**src/rtl/serial_cfg_loader.sv**
```systemverilog
module serial_cfg_loader #(
  parameter int WORD_W = 21,
  parameter int REF_W  = 14,
  parameter int A_W    = 5,
  parameter int B_W    = 13,
  parameter int SEL_W  = 3,
  parameter int SYNC   = 2
) (
  input  logic                 clk,
  input  logic                 rst_n,
  input  logic                 ser_clk,
  input  logic                 ser_data,
  input  logic                 ser_load,
  input  logic                 lock_in,
  input  logic                 ref_tick,
  input  logic                 fb_tick,
  output logic [REF_W-1:0]     ref_div,
  output logic [A_W-1:0]       a_val,
  output logic [B_W-1:0]       b_val,
  output logic [WORD_W-3:0]    func_word,
  output logic [WORD_W-3:0]    init_word,
  output logic                 mux_out
);
  localparam int CTL_W = 2;
  localparam int PAY_W = WORD_W - CTL_W;
  localparam int A_LO  = CTL_W;
  localparam int B_LO  = CTL_W + A_W;

  logic [SYNC:0]       sclk_q, sdat_q, sld_q;
  logic [WORD_W-1:0]   shreg;
  logic                sclk_rise, ld_rise, sdata_s;
  logic [CTL_W-1:0]    ctl;
  logic [SEL_W-1:0]    sel;

  assign sclk_rise = sclk_q[SYNC-1] & ~sclk_q[SYNC];
  assign ld_rise   = sld_q[SYNC-1] & ~sld_q[SYNC];
  assign sdata_s   = sdat_q[SYNC-1];
  assign ctl       = shreg[CTL_W-1:0];
  assign sel       = func_word[SEL_W-1:0];

  always_ff @(posedge clk or negedge rst_n) begin
    if (!rst_n) begin
      sclk_q <= '0;
      sdat_q <= '0;
      sld_q  <= '0;
    end else begin
      sclk_q <= {sclk_q[SYNC-1:0], ser_clk};
      sdat_q <= {sdat_q[SYNC-1:0], ser_data};
      sld_q  <= {sld_q[SYNC-1:0], ser_load};
    end
  end

  always_ff @(posedge clk or negedge rst_n) begin
    if (!rst_n)         shreg <= '0;
    else if (sclk_rise) shreg <= {shreg[WORD_W-2:0], sdata_s};
  end

  always_ff @(posedge clk or negedge rst_n) begin
    if (!rst_n) begin
      ref_div   <= '0;
      a_val     <= '0;
      b_val     <= '0;
      func_word <= '0;
      init_word <= '0;
    end else if (ld_rise) begin
      case (ctl)
        2'b00: ref_div <= shreg[CTL_W+REF_W-1:CTL_W];
        2'b01: begin
          a_val <= shreg[A_LO+A_W-1:A_LO];
          b_val <= shreg[B_LO+B_W-1:B_LO];
        end
        2'b10: func_word <= shreg[WORD_W-1:CTL_W];
        default: begin
          func_word <= shreg[WORD_W-1:CTL_W];
          init_word <= shreg[WORD_W-1:CTL_W];
        end
      endcase
    end
  end

  always_comb begin
    case (sel)
      3'd1:    mux_out = lock_in;
      3'd2:    mux_out = ref_tick;
      3'd3:    mux_out = fb_tick;
      3'd4:    mux_out = shreg[WORD_W-1];
      default: mux_out = 1'b0;
    endcase
  end

  logic unused_pay;
  assign unused_pay = ^PAY_W;
endmodule


```
**config.mk**
```make
export PLATFORM = sky130hd
export DESIGN_NAME = serial_cfg_loader
export DESIGN_NICKNAME = d
export VERILOG_FILES = /design/src/rtl/serial_cfg_loader.sv
export SDC_FILE = /design/constraint.sdc
export NUM_CORES = 1
export LEC_CHECK = 0
export CAP_MARGIN = 20
export CORE_MARGIN = 5
export CORE_UTILIZATION = 26
export CTS_BUF_LIST = sky130_fd_sc_hd__clkbuf_4
export CTS_CLUSTER_DIAMETER = 200
export DETAILED_ROUTE_END_ITERATION = 7
export SLEW_MARGIN = 20
export SYNTH_ARGS = -nofsm -noshare
export SYNTH_HDL_FRONTEND = slang
export SYNTH_SLANG_ARGS = --single-unit
```
**constraint.sdc**
```tcl
create_clock -name clk -period 1.98 [get_ports clk]
set_input_delay 0.198 -clock clk [delete_from_list [all_inputs] [get_ports clk]]
set_output_delay 0.198 -clock clk [all_outputs]
set_load 0.02 [all_outputs]
```
**Yosys cells after proc, flatten, opt, wreduce, memory -nomap -nowiden**

Index checks and enable logic that the tools add are counted.

- Equality and inequality tests: 6
- Multiplexer cells: 1
- Reductions and logical operators: 7
- Bitwise gates (word level): 6

Operators with widths:

| kind | count |
|---|---|
| $reduce_and 2->1 | 4 |
| $eq 3x2->1 const B | 2 |
| $not 1->1 | 4 |
| $pmux 1 s4 | 1 |
| $eq 3x1->1 const B | 1 |
| $eq 3x3->1 const B | 1 |
| $reduce_or 3->1 | 1 |
| $and 1x1->1 | 2 |
| $eq 2x1->1 const B | 1 |
| $eq 2x2->1 const B | 1 |
| $logic_not 2->1 | 1 |
| $reduce_or 2->1 | 1 |

- Logic and storage cells: 29
- Bits in registers: 99

**Longest topological paths before layout**

Gate-level depths: netlist of the first run.

- Depth after elaboration: 4
- Depth in mapped cells: 4

**Worst setup path before layout of the first run**

No wires, ideal clock.

- Kind: reg-to-reg
- Start: register shreg[1]
- End: register ref_div[10]
- Data required time: 1.855 ns
- Clock period less this slack: 1.464 ns
- Data arrival time: 1.340 ns
- Buffers on the path: 1
- Setup slack: 0.516 ns
- Cell stages (with the launch flop): 4
- Library setup time: 0.125 ns
- Path through: dfrtp_1 > nor4b_4 > buf_4 > mux2_2

- Cells in the longest elaborated chain, start to end: 2

Ends and longest elaborated chain:

| element | RTL line | RTL |
|---|---|---|
| start: declaration | 30 | `logic [WORD_W-1:0] shreg;` |
| start signal: assignment | 55 | `else if (sclk_rise) shreg <= {shreg[WORD_W-2:0], sdata_s};` |
| $logic_not 2->1 | 66 | `case (ctl)` |
| $reduce_and 2->1 (no line) | -- |  |
| end signal: assignment | 67 | `2'b00: ref_div <= shreg[CTL_W+REF_W-1:CTL_W];` |
| end: declaration | 17 | `output logic [REF_W-1:0] ref_div,` |

No other way between the ends.
A chain may end at the register's enable or synchronous reset.

**Final worst setup path of the first run**

- Start: register func_word[1]
- End: output port mux_out

- Cells in the longest elaborated chain, start to end: 2
- Elaborated cells on any way between the ends: 5
- Classes of those cells: 4 x eq/ne; 1 x mux

Ends and longest elaborated chain:

| element | RTL line | RTL |
|---|---|---|
| start: declaration | 20 | `output logic [WORD_W-3:0] func_word,` |
| start signal: assignment | 72 | `2'b10: func_word <= shreg[WORD_W-1:CTL_W];` |
| start signal: assignment | 74 | `func_word <= shreg[WORD_W-1:CTL_W];` |
| $eq 3x3->1, or another cell as far along | 82 | `case (sel)` |
| $pmux 1 s4 * | 82 |  |
| end: declaration | 22 | `output logic mux_out` |

Mark *: on every way between the ends. The rest lies on a longest branch, timed or not.

==> results by group, run 1 <==
Worst hold path
  • Worst Hold Class: in -> reg

Drt
  • Vias: between 2000 and 2500
  • Via density per instance: 4.183
  • Total Wirelength: approximately 7.5 mm
  • Antenna viol nets, final: 0
  • Final routed wire length divided by cell count: 15.29 um
  • Drt pass-1 iters: 4
  • DR iter-0 viols: between 90 and 100
  • DRC violations left: 0

Placed design
  • Final weighted congestion of routability-driven global placement: 0.6688
  • Count of port buffers added during placement: 78
  • Placed cell area: approximately 4800 um2
  • Final HPWL DP: approximately 5.5 mm

Critical path
  • Slowest stage cell on the critical path: dfrtp_1
  • Type of origin of the critical path: flop
  • Logic depth of the worst path, buffers included: 4
  • Ordered list of cells on the worst path: nor2b_1 -> o21ai_0 -> o21a_1 -> clkdlybuf4s15_1
  • Type of the setup path with the least slack: reg -> out
  • Endpoint of the worst setup timing path: mux_out
  • Critical path peak fanout: 6
  • Kind of cell adding the most delay to the critical path: flip-flops
  • Delay of the slowest critical-path stage: ~0.45 ns
  • Crit path buf inv count: 1
  • Reg2reg start: shreg[1]$_DFFE_PN0P_
  • Type of destination of the critical path: output pin
  • Data arrival, critical path: between 1.5 and 2 ns
  • Critical R2R Capture: a_val[4]$_DFFE_PN0P_
  • Length in cells of the worst reg-to-reg path: 3
  • Data required time of the worst path: ~1.8 ns
  • Worst Setup SP: func_word[1]$_DFFE_PN0P_
  • Reg2Reg Setup Slack: 0.47 ns

Clock tree
  • Setup fix buffers added after clock tree synthesis: 0
  • Clock H-tree levels: 3
  • CTS tree: done
  • Clock transition at path regs: approximately 0.13 ns
  • # clock sinks: slightly below 100
  • Clk buf depth: 2
  • Clk root buf: clkbuf_4
  • Number of buffers added by the clock tree synthesis step: 9
  • Later-pin clock latency in the skew report: approximately 0.44 ns

Pwr
  • Total net switching power: between 2 and 2.5 mW
  • Share of power burned in combinational logic: 0.356
  • Relative contribution of sequential cells to total power: 0.466
  • Pleak: approximately 2.2 nW
  • Cell internal pwr: 4.544 mW
  • Total power divided by cell area: 1350 nW/um2
  • Peak supply drop: around 0.00058 V
  • Switching part of the total: 0.3185
  • Clock network power share: 0.178

Die
  • Die Wd: about 130 um
  • Core region area: roughly 14000 um2
  • Overall die area: ~17000 um2
  • Placement Rows: 43
  • Initial standard-cell utilization of the core: 0.2668
  • Number of placed I/O pins: just under 80
  • Chip height: between 100 and 150 um

Yosys
  • Synthesized area per cell: between 15 and 20 um2
  • Register area share after synthesis: 0.6664
  • Leading area contributor after synthesis: dfrtp_1
  • Top post-synthesis cells by area: dfrtp_1 67%, mux2_2 25%, mux2_4 4.0%, nor4b_4 0.64%, buf_6 0.61%
  • Syn Std Cell Area: around 3700 um2
  • Flop and latch count out of synthesis: a little under 100
  • Gate Count Post-Synth: around 210
  • Library cells used by synthesis: 17
  • Area share of the largest cell type after synthesis: 0.6664
  • Post-synth net total: about 220
  • Syn. warnings: 0

STA
  • Transition time of the tightest slew-check pin: 0.5083 ns
  • Final hold violation count: 0
  • Relative slew margins: 0.6612
  • Count of pins over their slew limit: 0
  • RSZ-0062 raised after global routing: false
  • Fmax: 557.0 MHz
  • Post-route clock skew: about 0.012 ns
  • Final Critical Period: ~1.8 ns
  • Share of the clock period used by the worst path after layout: 0.9068
  • Number of setup violations in the final report: 0
  • Total Neg Setup Slack: 0 ns

Job
  • Number of violations of the max-capacitance limit: 0

Layout
  • Leading cell type in the layout, fill and taps excluded: dfrtp_1
  • # diodes: 0
  • Most frequent cells in the layout: 99 x dfrtp_1, 81 x mux2_2, 76 x clkdlybuf4s50_1
  • Fraction of final layout cells with drive strength greater than 1: 0.3987
  • Layout area overhead: 32.85%
  • Final standard cell area without fillers: roughly 5000 um2
  • Filler cell count: between 1000 and 1500
  • Number of nets in the final layout: 314

Global route
  • Initial antenna violation count: 0
  • Vias in the first global route: between 2000 and 2500
  • Maximum number of pins on one net before global-route repair: just over 50
  • Wire length of the first global-routing pass: around 12 mm
  • GRT overflow: 0
  • Aggregate global-route resource usage: 0.09647

Outcome
  • Status: complete, no violations
-- final cells by class --
cell class	count	area [um2]	share of cell area
flip-flops and latches	99	2477	0.5016
well taps	180	225.2	0.04560
clock inverters	2	60.06	0.01216
multi-input cells	103	1165	0.2359
clock buffers	14	105.1	0.02128
repair buffers	93	905.9	0.1834
-- logic make-up (layout without fill, tap and decap cells) --
family                 after synthesis  after routing  synth area share
DFF                                 99             99            0.6664
AOI/OAI and AO/OA                    4              4          0.006058
muxes                               91             91            0.2858
and+or+nand+nor                      8              8           0.02087
buffers and inverters                9            109           0.02087
-- routing by layer --
metal,vias to the layer above,share of wire,GRT usage
met4,0,0.018,0.04218
met3,10,0.054,0.03298
met2,55,0.47,0.1477
li1,936,-,-
met5,-,0,0
met1,1053,0.46,0.1242
-- synth_stat cells (all sizes together) --
master / instances
nor4b: 1
nand3b: 1
o21a: 1
a21oi: 1
dfrtp: 99
nor2b: 2
nand4b: 1
o21ai: 2
and3b: 1
buf: 9
nand2: 1
and4bb: 1
mux2: 91
-- state kept, by name, indices dropped and copies added, names as in the netlist, 3 cells and up --
register   flops
sld_q          3
sclk_q         3
ref_div       14
a_val          5
shreg         21
b_val         13
func_word     19
init_word     19
-- repair_timing --
| item | in CTS | in global routing |
|---|---|---|
| setup endpoints to repair | 1 | 1 |
| hold buffers | 1 | 0 |
| cloned | 0 | 0 |
| resized for setup | 1 | 1 |
| endpoints found under the hold margin | 38 | 0 |
-- per-stage QoR --
step	utilization	hold slack, ns	total power, mW	std cells	setup WS, ns
after floorplan	-	-0.09759	4.308	211	0.5156
after global placement	0.3418	0.2088	5.535	474	0.2259
after detailed placement	0.3418	0.2088	5.588	474	0.2036
after CTS	0.3543	0.1205	6.808	491	0.07483
after global routing	0.3544	0.1183	7.064	491	0.01634
final	0.3544	0.1810	6.668	491	0.1846
-- power groups by stage --
stage               combinational, mW  clock [mW]  sequential, mW
global placement                 2.40           0            3.14
CTS                              2.42        1.26            3.13
finish                           2.37        1.19            3.11
detailed placement               2.42           0            3.17
global route                     2.52        1.33            3.22
floorplan                       0.716           0            3.59
-- how the worst min path moves through the flow --
stage                        start                  endpoint  slack, ns  cells past startpoint
final                     ser_data       sdat_q[0]$_DFF_PN0_       0.18                      1
after detailed placement     rst_n  func_word[5]$_DFFE_PN0P_       0.21                      1
after global routing      ser_load        sld_q[0]$_DFF_PN0_       0.12                      1
after floorplan              rst_n      a_val[0]$_DFFE_PN0P_       -0.1                      0
after CTS                 ser_data       sdat_q[0]$_DFF_PN0_       0.12                      1
after global placement       rst_n      shreg[8]$_DFFE_PN0P_       0.21                      1
Power figures use the tool's default switching activity.
==> run 2: changes to the inputs <==
Settings changed: CORE_MARGIN 5 to not set, REMOVE_ABC_BUFFERS set to 1, SKIP_CTS_REPAIR_TIMING set to 1.
==> run 2 against run 1 <==
Register-to-register slack is essentially flat; count of clock-buffer cells in the layout decreased by 4; clock skew grew 0.0011 ns; cell count is 0.41% lower; sequential share of layout area is 0.14 points higher; utilization shrank 0.099 points; non-clock buffer count fell by 2; worst hold slack lost 0.011 ns; via count increased by 1.2%; global-route usage grew 1.6 points; sequential power hardly changed; fmax increased by 3.2%; critical path type unchanged.
==> results by group, run 2 (synthesized netlist as in run 1, its figures left out) <==
Layout
  • Largest registers: shreg: 21 flops, func_word: 19 flops, init_word: 19 flops
  • Final standard cell area without fillers: 4925 um2
  • Number of nets in the final layout: approximately 310
  • Leading cell type in the layout, fill and taps excluded: dfrtp_1
  • Filler cell count: about 1400
  • Largest Register: shreg
  • Layout area overhead: 32.48%
  • Largest register FFs: 21
  • # diodes: 0
  • Fraction of final layout cells with drive strength greater than 1: 0.3948
  • Most frequent cells in the layout: 99 x dfrtp_1, 81 x mux2_2, 76 x clkdlybuf4s50_1

Global route
  • Aggregate global-route resource usage: 0.1123
  • Met3 layer usage reported by global route: 0.04494
  • GRT met2 Usage: 0.1658
  • Maximum number of pins on one net before global-route repair: 48
  • Global routing met1 resource utilization: 0.1448
  • GRT overflow: 0
  • Vias in the first global route: roughly 2200
  • Layer with the highest usage: met2
  • Initial antenna violation count: 0
  • Wire length of the first global-routing pass: about 12 mm

Worst hold path
  • Worst Hold Class: in -> reg
  • Hold-critical path endpoint: sclk_q[0]$_DFF_PN0_
  • Hold path depth: 1
  • Hold Crit Start: ser_clk

Placed design
  • Final HPWL DP: slightly above 5 mm
  • Placed cell area: 4748 um2
  • Final weighted congestion of routability-driven global placement: around 0.65
  • Pre-CTS WS: 0.1470 ns
  • Count of port buffers added during placement: 78

Drt
  • DRC violations left: 0
  • Total Wirelength: ~7.3 mm
  • Via density per instance: roughly 4.2
  • Drt pass-1 iters: 2
  • DR iter-0 viols: roughly 140
  • Final routed wire length divided by cell count: roughly 15 um
  • Antenna viol nets, final: 0
  • Vias: a little over 2000

Die
  • Number of placed I/O pins: 79
  • Die Wd: approximately 120 um
  • Initial standard-cell utilization of the core: 0.2668
  • Core region area: around 14000 um2
  • Placement Rows: 43
  • Overall die area: 14780 um2
  • Chip height: 121.6 um

STA
  • Final Critical Period: 1.740 ns
  • RSZ-0062 raised after global routing: false
  • Post-route clock skew: 0.01291 ns
  • Transition time of the tightest slew-check pin: 0.4495 ns
  • Total Neg Setup Slack: 0 ns
  • Relative slew margins: 0.7003
  • Fmax: between 500 and 600 MHz
  • Number of setup violations in the final report: 0
  • Final hold violation count: 0
  • Share of the clock period used by the worst path after layout: 0.8787
  • Final setup slack of the worst path: between 0.2 and 0.25 ns
  • Count of pins over their slew limit: 0

Critical path
  • Data arrival, critical path: about 1.5 ns
  • Length in cells of the worst reg-to-reg path: 3
  • Type of origin of the critical path: flop
  • Critical path peak fanout: 6
  • Type of destination of the critical path: output pin
  • Reg2reg start: shreg[1]$_DFFE_PN0P_
  • Critical R2R Capture: b_val[12]$_DFFE_PN0P_
  • Data required time of the worst path: roughly 1.8 ns
  • Reg2Reg Setup Slack: about 0.46 ns
  • Type of the setup path with the least slack: reg -> out

Clock tree
  • CTS tree: done
  • Clock transition at path regs: about 0.14 ns
  • Clock H-tree levels: 3
  • Clk root buf: clkbuf_4
  • Number of buffers added by the clock tree synthesis step: 9
  • # clock sinks: 99
  • Clk buf depth: 2
  • Later-pin clock latency in the skew report: between 0.4 and 0.5 ns

Outcome
  • Status: complete, no violations

Pwr
  • Peak supply drop: approximately 0.00073 V
  • Pleak: around 2.2 nW
  • Total power divided by cell area: 1356 nW/um2
  • Total design power: roughly 6.7 mW

Job
  • Number of violations of the max-capacitance limit: 0
## run 2: area by class of cell
cell class | count | area [um2] | area share
Tap cell | 180 | 225.2 | 0.04573
Multi-Input combinational cell | 103 | 1165 | 0.2365
Clock inverter | 6 | 88.84 | 0.01804
Sequential cell | 99 | 2477 | 0.5030
Clock buffer | 10 | 75.07 | 0.01524
Timing Repair Buffer | 91 | 893.4 | 0.1814
## run 2: how the worst max path moves through the flow
stage	start	end	slack [ns]	cells past startpoint
floorplan	sclk_q[2]$_DFF_PN0_	shreg[0]$_DFFE_PN0P_	0.14	2
global placement	ref_tick	mux_out	0.22	5
detailed placement	lock_in	mux_out	0.15	5
CTS	func_word[1]$_DFFE_PN0P_	mux_out	-0.23	4
global route	func_word[1]$_DFFE_PN0P_	mux_out	0.08	4
finish	func_word[1]$_DFFE_PN0P_	mux_out	0.24	4
## run 2: critical path: stages, from the launching register on
cell and delay, ns:
dfrtp_1 0.45, o21ai_1 0.18, a21oi_1 0.09, o21a_1 0.17, dlymetal6s2s_1 0.20
## run 2: power by group
part           internal, mW  switching, mW  total (mW)
registers              2.62          0.494        3.11
clock network         0.528          0.667        1.20
logic                  1.34           1.03        2.37
total                  4.49           2.19        6.68
## run 2: routing by layer
| metal | share of wire | vias to the layer above | wire length [um] |
|---|---|---|---|
| met4 | 0.017 | 0 | 121 |
| met3 | 0.056 | 11 | 407 |
| li1 | - | 937 | - |
| met1 | 0.46 | 1074 | 3390 |
| met2 | 0.46 | 56 | 3403 |
| met5 | 0 | - | 0 |
## run 2: metrics by stage
stage | hold slack, ns | instances | util
final | 0.1700 | 489 | 0.3534
after global routing | 0.1080 | 489 | 0.3534
after detailed placement | 0.1820 | 472 | 0.3408
after global placement | 0.1731 | 472 | 0.3408
after CTS | -0.3792 | 488 | 0.3525
after floorplan | -0.09759 | 202 | -
==> run 3: changes to the inputs <==
Settings changed: MAX_ROUTING_LAYER set to met4, SLEW_MARGIN 20 to not set.
==> run 3 against run 2 <==
Flip-flop and latch count unchanged; clock skew down 0.0019 ns; setup slack better by 0.0068 ns; clock power about the same; largest cell class unchanged; largest power group unchanged.
==> results by group, run 3 (synthesized netlist as in run 1, its figures left out) <==
Critical path
  • Slowest stage cell on the critical path: dfrtp_1
  • Data required time of the worst path: 1.78 ns
  • Ordered list of cells on the worst path: o21ai_1 -> a21oi_1 -> o21a_1 -> dlymetal6s2s_1
  • Type of the setup path with the least slack: reg -> out
  • Reg2reg start: shreg[1]$_DFFE_PN0P_
  • Crit path buf inv count: 1
  • Critical path peak fanout: 6
  • Reg2Reg Setup Slack: 0.46 ns
  • Type of origin of the critical path: flop
  • Data arrival, critical path: 1.54 ns
  • Type of destination of the critical path: output pin
  • Length in cells of the worst reg-to-reg path: 3
  • Kind of cell adding the most delay to the critical path: flip-flops
  • Delay of the slowest critical-path stage: 0.45 ns
  • Critical R2R Capture: b_val[12]$_DFFE_PN0P_

STA
  • RSZ-0062 raised after global routing: false
  • Post-route clock skew: about 0.011 ns
  • Total Neg Setup Slack: 0 ns
  • Relative slew margins: 0.7011
  • Final hold violation count: 0
  • Count of pins over their slew limit: 0
  • Share of the clock period used by the worst path after layout: 0.8753
  • Transition time of the tightest slew-check pin: around 0.45 ns
  • Number of setup violations in the final report: 0
  • Fmax: around 580 MHz
  • Final Critical Period: roughly 1.7 ns
  • Worst hold slack: about 0.16 ns
  • Final setup slack of the worst path: between 0.2 and 0.25 ns

Layout
  • Layout area overhead: 32.48%
  • Leading cell type in the layout, fill and taps excluded: dfrtp_1
  • Final standard cell area without fillers: between 4000 and 5000 um2
  • Final core utilization: 0.3534
  • Largest Register: shreg
  • Largest register FFs: 21
  • Largest registers: shreg: 21 flops, func_word: 19 flops, init_word: 19 flops
  • # diodes: 0
  • Number of nets in the final layout: ~310
  • Final cell count without fillers: between 400 and 500
  • Most frequent cells in the layout: 99 x dfrtp_1, 81 x mux2_2, 76 x clkdlybuf4s50_1
  • Fraction of final layout cells with drive strength greater than 1: 0.3948

Die
  • Placement Rows: between 40 and 50
  • Initial standard-cell utilization of the core: 0.2668
  • Overall die area: between 10000 and 15000 um2
  • Chip height: about 120 um
  • Number of placed I/O pins: 79
  • Core region area: between 10000 and 15000 um2
  • Die Wd: 121.6 um

Drt
  • DR iter-0 viols: roughly 100
  • Drt pass-1 iters: 4
  • Via density per instance: ~4.3
  • DRC violations left: 0
  • Final routed wire length divided by cell count: between 10 and 15 um
  • Vias: approximately 2100
  • Antenna viol nets, final: 0
  • Total Wirelength: ~7.3 mm

Global route
  • Aggregate global-route resource usage: 0.1152
  • Initial antenna violation count: 0
  • Wire length of the first global-routing pass: 12.19 mm
  • GRT overflow: 0
  • Maximum number of pins on one net before global-route repair: 48
  • Vias in the first global route: between 2000 and 2500

Clock tree
  • Clk buf depth: 2
  • Later-pin clock latency in the skew report: 0.46 ns
  • Clock transition at path regs: 0.14 ns
  • # clock sinks: slightly below 100
  • CTS tree: done
  • Clock H-tree levels: 3
  • Clk root buf: clkbuf_4
  • Number of buffers added by the clock tree synthesis step: 9

Placed design
  • Pre-CTS WS: ~0.15 ns
  • Final weighted congestion of routability-driven global placement: between 0.6 and 0.7
  • Final HPWL DP: about 5.1 mm
  • Placed cell area: approximately 4700 um2
  • Count of port buffers added during placement: between 70 and 80
  • Cells after DPL: between 400 and 500

Job
  • Number of violations of the max-capacitance limit: 0

Worst hold path
  • Hold-critical path endpoint: sclk_q[0]$_DFF_PN0_
  • Hold path depth: 1
  • Worst Hold Class: in -> reg
  • Hold Crit Start: ser_clk

Outcome
  • Status: complete, no violations

Pwr
  • Total design power: between 6 and 7 mW
  • Total power divided by cell area: ~1400 nW/um2
  • Peak supply drop: 0.0007324 V
  • Pleak: approximately 2.2 nW
-- run 3: cell counts in the layout (fill, tap and decap cells not counted) --
Identical to the previous run, type by type.
-- run 3: power by group --
group	switching (mW)	internal (mW)	leakage [nW]	total [mW]
combinational	1.03	1.34	0.866	2.37
clock	0.663	0.528	0.0830	1.19
sequential	0.490	2.62	1.29	3.11
-- run 3: worst max-delay path by stage --
stage	start	endpoint	depth (start not counted)
after floorplan	sclk_q[2]$_DFF_PN0_	shreg[0]$_DFFE_PN0P_	2
after global placement	ref_tick	mux_out	5
final	func_word[1]$_DFFE_PN0P_	mux_out	4
after CTS	func_word[1]$_DFFE_PN0P_	mux_out	4
after global routing	func_word[1]$_DFFE_PN0P_	mux_out	4
after detailed placement	lock_in	mux_out	5
-- run 3: final cells by class --
class                      count  area, um2
multi-input combinational    103       1165
sequential                    99       2477
clock buffer                  10      75.07
timing repair buffer          91      893.4
clock inverter                 6      88.84
tap                          180      225.2
fill                        1359       9010
-- run 3: worst reg2reg max path, cell delays in order, from the launching register on --
cell and delay, ns:
dfrtp_1 0.48, and4bb_1 0.34, buf_4 0.24, mux2_2 0.36
-- run 3: metal layers --
metal	track usage	vias up	part of all wire
li1	-	941	-
met1	0.1472	1074	0.46
met2	0.1658	57	0.47
met3	0.03933	15	0.048
met4	0.04861	0	0.019
met5	-	-	0
